--- src/rtl/dlseq_pkg.sv ---
package dlseq_pkg;
   typedef enum logic [1:0] {
      ST_FETCH1 = 2'd0,
      ST_FETCH2 = 2'd1,
      ST_WAIT   = 2'd2,
      ST_SKIP   = 2'd3
   } seq_st_t;

   localparam int unsigned WORD_BYTES = 2;
endpackage

--- src/rtl/dlseq_slot.sv ---
module dlseq_slot #(
   parameter bit ODD_ONLY = 1'b1
) (
   input  logic clk,
   input  logic rst_n,
   output logic slot_ok
);
   generate
      if (ODD_ONLY) begin : g_odd
         logic par_q;
         always_ff @(posedge clk or negedge rst_n) begin
            if (!rst_n) par_q <= 1'b0;
            else        par_q <= ~par_q;
         end
         assign slot_ok = par_q;


         slot_alt_chk: assert property (@(posedge clk) disable iff (!rst_n)
            slot_ok |=> !slot_ok);
      end else begin : g_any
         assign slot_ok = 1'b1;
      end
   endgenerate
endmodule

--- src/rtl/dlseq_lcbank.sv ---
module dlseq_lcbank #(
   parameter int unsigned PC_W   = 18,
   parameter int unsigned NUM_LC = 2
) (
   input  logic              clk,
   input  logic              rst_n,
   input  logic [NUM_LC-1:0] lc_wr,
   input  logic [PC_W-1:0]   lc_wdata,
   input  logic [NUM_LC-1:0] jmp,
   input  logic              vblank,
   output logic              jump_take,
   output logic [PC_W-1:0]   jump_tgt
);
   logic [PC_W-1:0] lc_q [NUM_LC];

   for (genvar i = 0; i < NUM_LC; i++) begin : g_lc
      always_ff @(posedge clk or negedge rst_n) begin
         if (!rst_n)       lc_q[i] <= '0;
         else if (lc_wr[i]) lc_q[i] <= lc_wdata;
      end
   end

   assign jump_take = (|jmp) | vblank;

   always_comb begin
      jump_tgt = lc_q[0];
      for (int k = NUM_LC - 1; k >= 0; k--) begin
         if (jmp[k]) jump_tgt = lc_q[k];
      end
      if (vblank) jump_tgt = lc_q[0];
   end


   vblank_src_chk: assert property (@(posedge clk) disable iff (!rst_n)
      vblank |-> (jump_take && jump_tgt == lc_q[0]));
endmodule

--- src/rtl/dlseq_ctrl.sv ---
module dlseq_ctrl
   import dlseq_pkg::*;
#(
   parameter int unsigned      PC_W       = 18,
   parameter int unsigned      DW         = 16,
   parameter int unsigned      RA_W       = 9,
   parameter logic [RA_W-1:0]  MARK_ADDR  = 9'h08C
) (
   input  logic            clk,
   input  logic            rst_n,
   input  logic            dma_en,
   input  logic            slot_ok,
   input  logic            jump_take,
   input  logic [PC_W-1:0] jump_tgt,
   input  logic            cond_met,
   input  logic [DW-1:0]   mem_rdata,
   output logic            mem_req,
   output logic [PC_W-1:0] mem_addr,
   output logic            reg_we,
   output logic [RA_W-1:0] reg_addr,
   output logic [DW-1:0]   reg_wdata,
   output logic            cmp_valid,
   output logic [DW-2:0]   cmp_pos,
   output logic [DW-2:0]   cmp_mask
);
   localparam logic [PC_W-1:0] STEP     = PC_W'(WORD_BYTES);
   localparam logic [PC_W-1:0] SKIP_ADV = PC_W'(2 * WORD_BYTES);
   localparam logic [PC_W-1:0] EVEN_MSK = {{(PC_W-1){1'b1}}, 1'b0};

   seq_st_t         st_q;
   logic [PC_W-1:0] pc_q;
   logic [DW-1:0]   ir1_q;
   logic [DW-2:0]   ir2_q;
   logic            fetch;
   logic            is_move;

   assign is_move = ~ir1_q[0];
   assign fetch   = dma_en && slot_ok && (st_q == ST_FETCH1 || st_q == ST_FETCH2);

   always_ff @(posedge clk or negedge rst_n) begin
      if (!rst_n) begin
         st_q  <= ST_FETCH1;
         pc_q  <= '0;
         ir1_q <= '0;
         ir2_q <= '0;
      end else if (jump_take) begin
         st_q <= ST_FETCH1;
         pc_q <= jump_tgt & EVEN_MSK;
      end else begin
         unique case (st_q)
            ST_FETCH1: if (fetch) begin
               ir1_q <= mem_rdata;
               pc_q  <= pc_q + STEP;
               st_q  <= ST_FETCH2;
            end
            ST_FETCH2: if (fetch) begin
               pc_q <= pc_q + STEP;
               if (is_move) begin
                  st_q <= ST_FETCH1;
               end else begin
                  ir2_q <= mem_rdata[DW-1:1];
                  st_q  <= mem_rdata[0] ? ST_SKIP : ST_WAIT;
               end
            end
            ST_WAIT: if (cond_met) st_q <= ST_FETCH1;
            ST_SKIP: begin
               if (cond_met) pc_q <= pc_q + SKIP_ADV;
               st_q <= ST_FETCH1;
            end
            default: st_q <= ST_FETCH1;
         endcase
      end
   end

   assign mem_req   = fetch;
   assign mem_addr  = pc_q;
   assign reg_we    = fetch && (st_q == ST_FETCH2) && is_move;
   assign reg_wdata = reg_we ? mem_rdata : '0;

   always_comb begin
      if (!fetch)      reg_addr = '0;
      else if (reg_we) reg_addr = {ir1_q[RA_W-1:1], 1'b0};
      else             reg_addr = MARK_ADDR;
   end

   assign cmp_valid = (st_q == ST_WAIT) || (st_q == ST_SKIP);
   assign cmp_pos   = ir1_q[DW-1:1];
   assign cmp_mask  = ir2_q;


   idle_quiet_chk: assert property (@(posedge clk) disable iff (!rst_n)
      !dma_en |-> (!mem_req && !reg_we));

   we_pulse_chk: assert property (@(posedge clk) disable iff (!rst_n)
      reg_we |=> !reg_we);

   wait_hold_chk: assert property (@(posedge clk) disable iff (!rst_n)
      (st_q == ST_WAIT && !cond_met && !jump_take) |=> (st_q == ST_WAIT && !mem_req));

   jump_load_chk: assert property (@(posedge clk) disable iff (!rst_n)
      jump_take |=> (st_q == ST_FETCH1 && pc_q == ($past(jump_tgt) & EVEN_MSK)));

   even_addr_chk: assert property (@(posedge clk) disable iff (!rst_n)
      mem_req |-> !mem_addr[0]);
endmodule

--- src/rtl/dlist_seq.sv ---
module dlist_seq #(
   parameter int unsigned      PC_W      = 18,
   parameter int unsigned      DW        = 16,
   parameter int unsigned      RA_W      = 9,
   parameter int unsigned      NUM_LC    = 2,
   parameter bit               ODD_ONLY  = 1'b1,
   parameter logic [RA_W-1:0]  MARK_ADDR = 9'h08C
) (
   input  logic              clk,
   input  logic              rst_n,
   input  logic              dma_en,
   output logic              mem_req,
   output logic [PC_W-1:0]   mem_addr,
   input  logic [DW-1:0]     mem_rdata,
   output logic              reg_we,
   output logic [RA_W-1:0]   reg_addr,
   output logic [DW-1:0]     reg_wdata,
   input  logic [NUM_LC-1:0] lc_wr,
   input  logic [PC_W-1:0]   lc_wdata,
   input  logic [NUM_LC-1:0] jmp,
   input  logic              vblank,
   output logic              cmp_valid,
   output logic [DW-2:0]     cmp_pos,
   output logic [DW-2:0]     cmp_mask,
   input  logic              cond_met
);
   generate
      if (PC_W < 2)        begin : g_bad_pc  $error("PC_W must be at least 2"); end
      if (RA_W < 2 || RA_W > DW) begin : g_bad_ra $error("RA_W must lie in 2..DW"); end
      if (NUM_LC < 1)      begin : g_bad_lc  $error("NUM_LC must be at least 1"); end
   endgenerate

   logic            slot_ok;
   logic            jump_take;
   logic [PC_W-1:0] jump_tgt;

   dlseq_slot #(.ODD_ONLY(ODD_ONLY)) u_slot (
      .clk     (clk),
      .rst_n   (rst_n),
      .slot_ok (slot_ok)
   );

   dlseq_lcbank #(.PC_W(PC_W), .NUM_LC(NUM_LC)) u_lc (
      .clk       (clk),
      .rst_n     (rst_n),
      .lc_wr     (lc_wr),
      .lc_wdata  (lc_wdata),
      .jmp       (jmp),
      .vblank    (vblank),
      .jump_take (jump_take),
      .jump_tgt  (jump_tgt)
   );

   dlseq_ctrl #(.PC_W(PC_W), .DW(DW), .RA_W(RA_W), .MARK_ADDR(MARK_ADDR)) u_ctrl (
      .clk       (clk),
      .rst_n     (rst_n),
      .dma_en    (dma_en),
      .slot_ok   (slot_ok),
      .jump_take (jump_take),
      .jump_tgt  (jump_tgt),
      .cond_met  (cond_met),
      .mem_rdata (mem_rdata),
      .mem_req   (mem_req),
      .mem_addr  (mem_addr),
      .reg_we    (reg_we),
      .reg_addr  (reg_addr),
      .reg_wdata (reg_wdata),
      .cmp_valid (cmp_valid),
      .cmp_pos   (cmp_pos),
      .cmp_mask  (cmp_mask)
   );

   generate
      if (ODD_ONLY) begin : g_gap_chk

         req_gap_chk: assert property (@(posedge clk) disable iff (!rst_n)
            mem_req |=> !mem_req);
      end
   endgenerate

   mark_addr_chk: assert property (@(posedge clk) disable iff (!rst_n)
      (mem_req && !reg_we) |-> (reg_addr == MARK_ADDR));
endmodule

--- config.mk ---
export PLATFORM = sky130hd
export DESIGN_NAME = dlist_seq
export DESIGN_NICKNAME = d
export VERILOG_FILES = /design/src/rtl/dlseq_pkg.sv /design/src/rtl/dlseq_slot.sv /design/src/rtl/dlseq_lcbank.sv /design/src/rtl/dlseq_ctrl.sv /design/src/rtl/dlist_seq.sv
export SDC_FILE = /design/constraint.sdc
export NUM_CORES = 1
export LEC_CHECK = 0
export BUFFER_PORTS_ARGS = -buffer_cell sky130_fd_sc_hd__buf_2
export CELL_PAD_IN_SITES_DETAIL_PLACEMENT = 0
export CELL_PAD_IN_SITES_GLOBAL_PLACEMENT = 1
export CORE_ASPECT_RATIO = 0.7
export CORE_MARGIN = 2
export CORE_UTILIZATION = 37
export CTS_CLUSTER_DIAMETER = 120
export DETAILED_ROUTE_END_ITERATION = 7
export PLACE_DENSITY_LB_ADDON = 0.3
export SLEW_MARGIN = 10
export SYNTH_ARGS = -nofsm -noshare
export SYNTH_HDL_FRONTEND = slang
export SYNTH_SLANG_ARGS = --single-unit
--- constraint.sdc ---
create_clock -name clk -period 1.7 [get_ports clk]
set_clock_uncertainty 0.1 [all_clocks]
set_input_delay 0.17 -clock clk [delete_from_list [all_inputs] [get_ports clk]]
set_output_delay 0.17 -clock clk [all_outputs]
set_load 0.05 [all_outputs]
==> flow_summary_export.csv <==
group,metric,value,unit
run_status,outcome,"complete, but fails checks",
run_status,violations,"setup timing",
power,power.share.combinational,25.6,%
floorplan,initial_core_util,38.2,%
sta,post-route-period-util,113,%
clock_tree,htree_levels,3,
setup_path,slowest_delay,0.37,ns
clock_tree,path_clk_slew,0.06,ns
yosys,netlist-cell-type-count,50,
yosys,yosys.area.top_type_share,50.4,%
yosys,synthMostInstantiatedCell,"dfrtp_1",
placement,io_buffers,115,
finish,nFillCells,942,
setup_path,slowest_stage,"dfrtp_1",
global_routing,grt_remaining_overflow,0,
placement,place_congestion,0.817,
placement,place_inst,637,
routing,wl_per_cell,17.2,um
global_routing,antenna_found_initial,0,
finish,drive_above_1_share,59.2,%
setup_path,crit_required,1.43,ns
routing,firstDrtPassIters,4,
min_path,worstHoldPathCells,2,
power,ir_drop,0.512,mV
routing,vias_per_cell,4.99,
yosys,yosysWarnings,0,
yosys,synth_common_cells,"85 x dfrtp_1, 45 x mux2_2, 23 x and2_1",
setup_path,arrival,1.66,ns
finish,syn_to_final_growth,52.5,%
power,p_int,4.20,mW
sta,finalSetupViolCount,56,
sta,maxSlewViolCount,0,
sta,rsz0062_at_grt,"yes",
placement,dp_slack,-0.158,ns
yosys,synthTopCellsByArea,"dfrtp_1 50%, mux2_2 12%, mux2_4 3.6%",
clock_tree,clockRootBuffer,"clkbuf_16",
clock_tree,cts_buffers,9,
min_path,holdCritPathClass,"primary input to flip-flop",
setup_path,rr_endpoint,"u_ctrl.mem_addr[17]",
global_routing,grt_first_pass_wirelength,18600,um
floorplan,die_w,132,um
finish,fin_util,58.2,%
clock_tree,cts_tree,"built",
placement,place_hpwl,7990,um
setup_path,crit_type,"flip-flop to output port",
power,seq_power_share,39.6,%
setup_path,critPathMaxFanout,16,
clock_tree,max-clock-path-buffers,2,
floorplan,rows,32,
setup_path,r2r_setup_slack,-0.21,ns
finish,layout.nets,582,
sta,hold_violations,0,
setup_path,crit_chain,"nand3_2, or3_4, inv_4, buf_12, and2_2, buf_8",
routing,drtIter0Drc,156,
floorplan,die_h,93.4,um
global_routing,grtUsageTotal,19.5,%
yosys,syn-mean-instance-area,11.6,um2
routing,vias,3467,
power,powerDensity,947,mW/mm2
yosys,synth_top_flop_cell,"dfrtp_1",
yosys,netlist_area,0.00422,mm2
yosys,synth_seq_cells,85,
floorplan,core,0.0111,mm2
run,drv_cap,0,
setup_path,r2r_start,"u_ctrl.st_q[0]",
min_path,holdCritStartpoint,"mem_rdata[3]",
sta,fin_crit,1.93,ns
setup_path,cp-start-kind,"flip-flop",
yosys,synthArstFlopShare,100,%
clock_tree,clk_latency,0.34,ns
sta,finalSetupTns,-8.30,ns
yosys,yosys.area.top_type,"dfrtp_1",
yosys,postSynthCellCount,363,
power,netSwitchingPower,1.89,mW
finish,antennaDiodeCount,0,
yosys,synth_seq_area_share,50.4,%
floorplan,num_io_pins,119,
routing,drcViolationCount,0,
power,power_switching_share,31.0,%
routing,wirelength,11900,um
floorplan,dieArea,0.0123,mm2
yosys,synth_edf_count,0,
sta,fmax,518,MHz
min_path,hold_end,"u_ctrl.ir1_q[3]",
routing,ant_nets,0,
clock_tree,clkSinkCount,85,
global_routing,grt_max_degree,41,
finish,instances_no_fill,695,
power,leakagePower,3.01,nW
power,clock_power_share,34.8,%
sta,fin_ws,-0.229,ns
setup_path,endpoint_kind,"output port",
setup_path,rr_worst_depth,9,
global_routing,grt_pass1_vias,3587,
==> routing by layer <==
layer	wire (um)	vias to the layer above	track usage (%)
li1	-	1629	-
met1	5390	1723	25.5
met2	5790	102	32.4
met3	599	13	4.44
met4	164	0	6.43
met5	0	-	0
==> registers in the layout (all words and copies together) (netlist names) <==
name / cells
u_ctrl.st_q: 2
u_lc.lc_q: 34
u_ctrl.ir1_q: 16
u_slot.slot_ok: 1
u_ctrl.cmp_mask: 15
u_ctrl.mem_addr: 17
==> layout by cell type, fill, tap and decap left out, types with 3 or more instances in the layout <==
cell type,n
a21oi_1,13
a21oi_2,8
a31oi_1,7
and2_4,20
and3_1,7
buf_12,4
buf_2,89
buf_4,37
buf_6,12
buf_8,22
clkbuf_16,10
dfrtp_1,72
dfrtp_2,13
dlygate4sd3_1,32
inv_1,6
mux2_2,40
mux2_4,24
nand2_1,15
nand2_2,3
nand3_1,7
nor2_1,9
nor2_4,4
o21a_1,8
o21ai_0,5
o21ai_1,7
o21ai_2,3
o22ai_1,3
xnor2_1,6
==> metrics by stage <==
stage          hold WS, ns  instance area (um2)  power (mW)
2_1_floorplan       -0.226                 4330        3.42
5_1_grt             0.0168                 6430        6.34
6_report            0.0187                 6430        6.09
4_1_cts            0.00715                 6220        6.06
3_5_place_dp      0.000212                 5190        3.80
3_3_place_gp      -0.00609                 5190        3.76
==> logic make-up after synthesis <==
family          after synthesis  share of synthesized area [%]
flops                        85                           50.4
xor+xnor                      7                           1.45
other cells                   1                         0.0889
fa+ha+maj                     2                          0.593
simple gates                 90                           12.4
compound gates               70                           10.5
buf+inv                      42                           6.11
mux                          66                           18.5
==> repair_timing <==
item	4_1_cts	5_1_grt
buffers inserted	7	4
hold buffers	32	0
gates cloned	0	1
pin swaps	18	26
endpoints found under the hold margin	125	0
resized for setup	97	49
setup endpoints to repair	68	59
==> power groups by stage <==
stage	sequential (mW)	clock, mW	combinational [mW]
finish	2.41	2.12	1.56
global route	2.44	2.26	1.64
CTS	2.40	2.19	1.47
detailed placement	2.43	0	1.36
global placement	2.42	0	1.34
floorplan	2.62	0	0.799
==> final cells by class <==
type / instances / area (um2) / share of cell area, %
Clock inverter: 4 / 70.1 / 1.09
Tap cell: 153 / 191 / 2.97
Inverter: 7 / 28.8 / 0.447
Clock buffer: 12 / 256 / 3.99
Sequential cell: 85 / 2140 / 33.3
Timing Repair Buffer: 197 / 1610 / 25.1
Multi-Input combinational cell: 237 / 2130 / 33.1
==> how the worst max path moves through the flow <==
stage | startpoint | end | slack, ns
floorplan | u_ctrl.st_q[1] | u_ctrl.ir1_q[10] | -0.12
global placement | u_ctrl.st_q[1] | u_ctrl.ir1_q[15] | -0.13
detailed placement | u_ctrl.st_q[1] | u_ctrl.ir1_q[8] | -0.16
CTS | u_ctrl.st_q[1] | reg_addr[8] | -0.23
global route | u_ctrl.st_q[1] | reg_addr[8] | -0.29
finish | u_slot.slot_ok | reg_addr[8] | -0.23
==> worst max-delay path: cells and delay by family, from the launching register on <==
kind                   cells  cell delay (ns)
and+or+nand+nor            3             0.60
buffers and inverters      3             0.35
DFF                        1             0.37
Note: power is estimated with default switching activity, not from simulation.
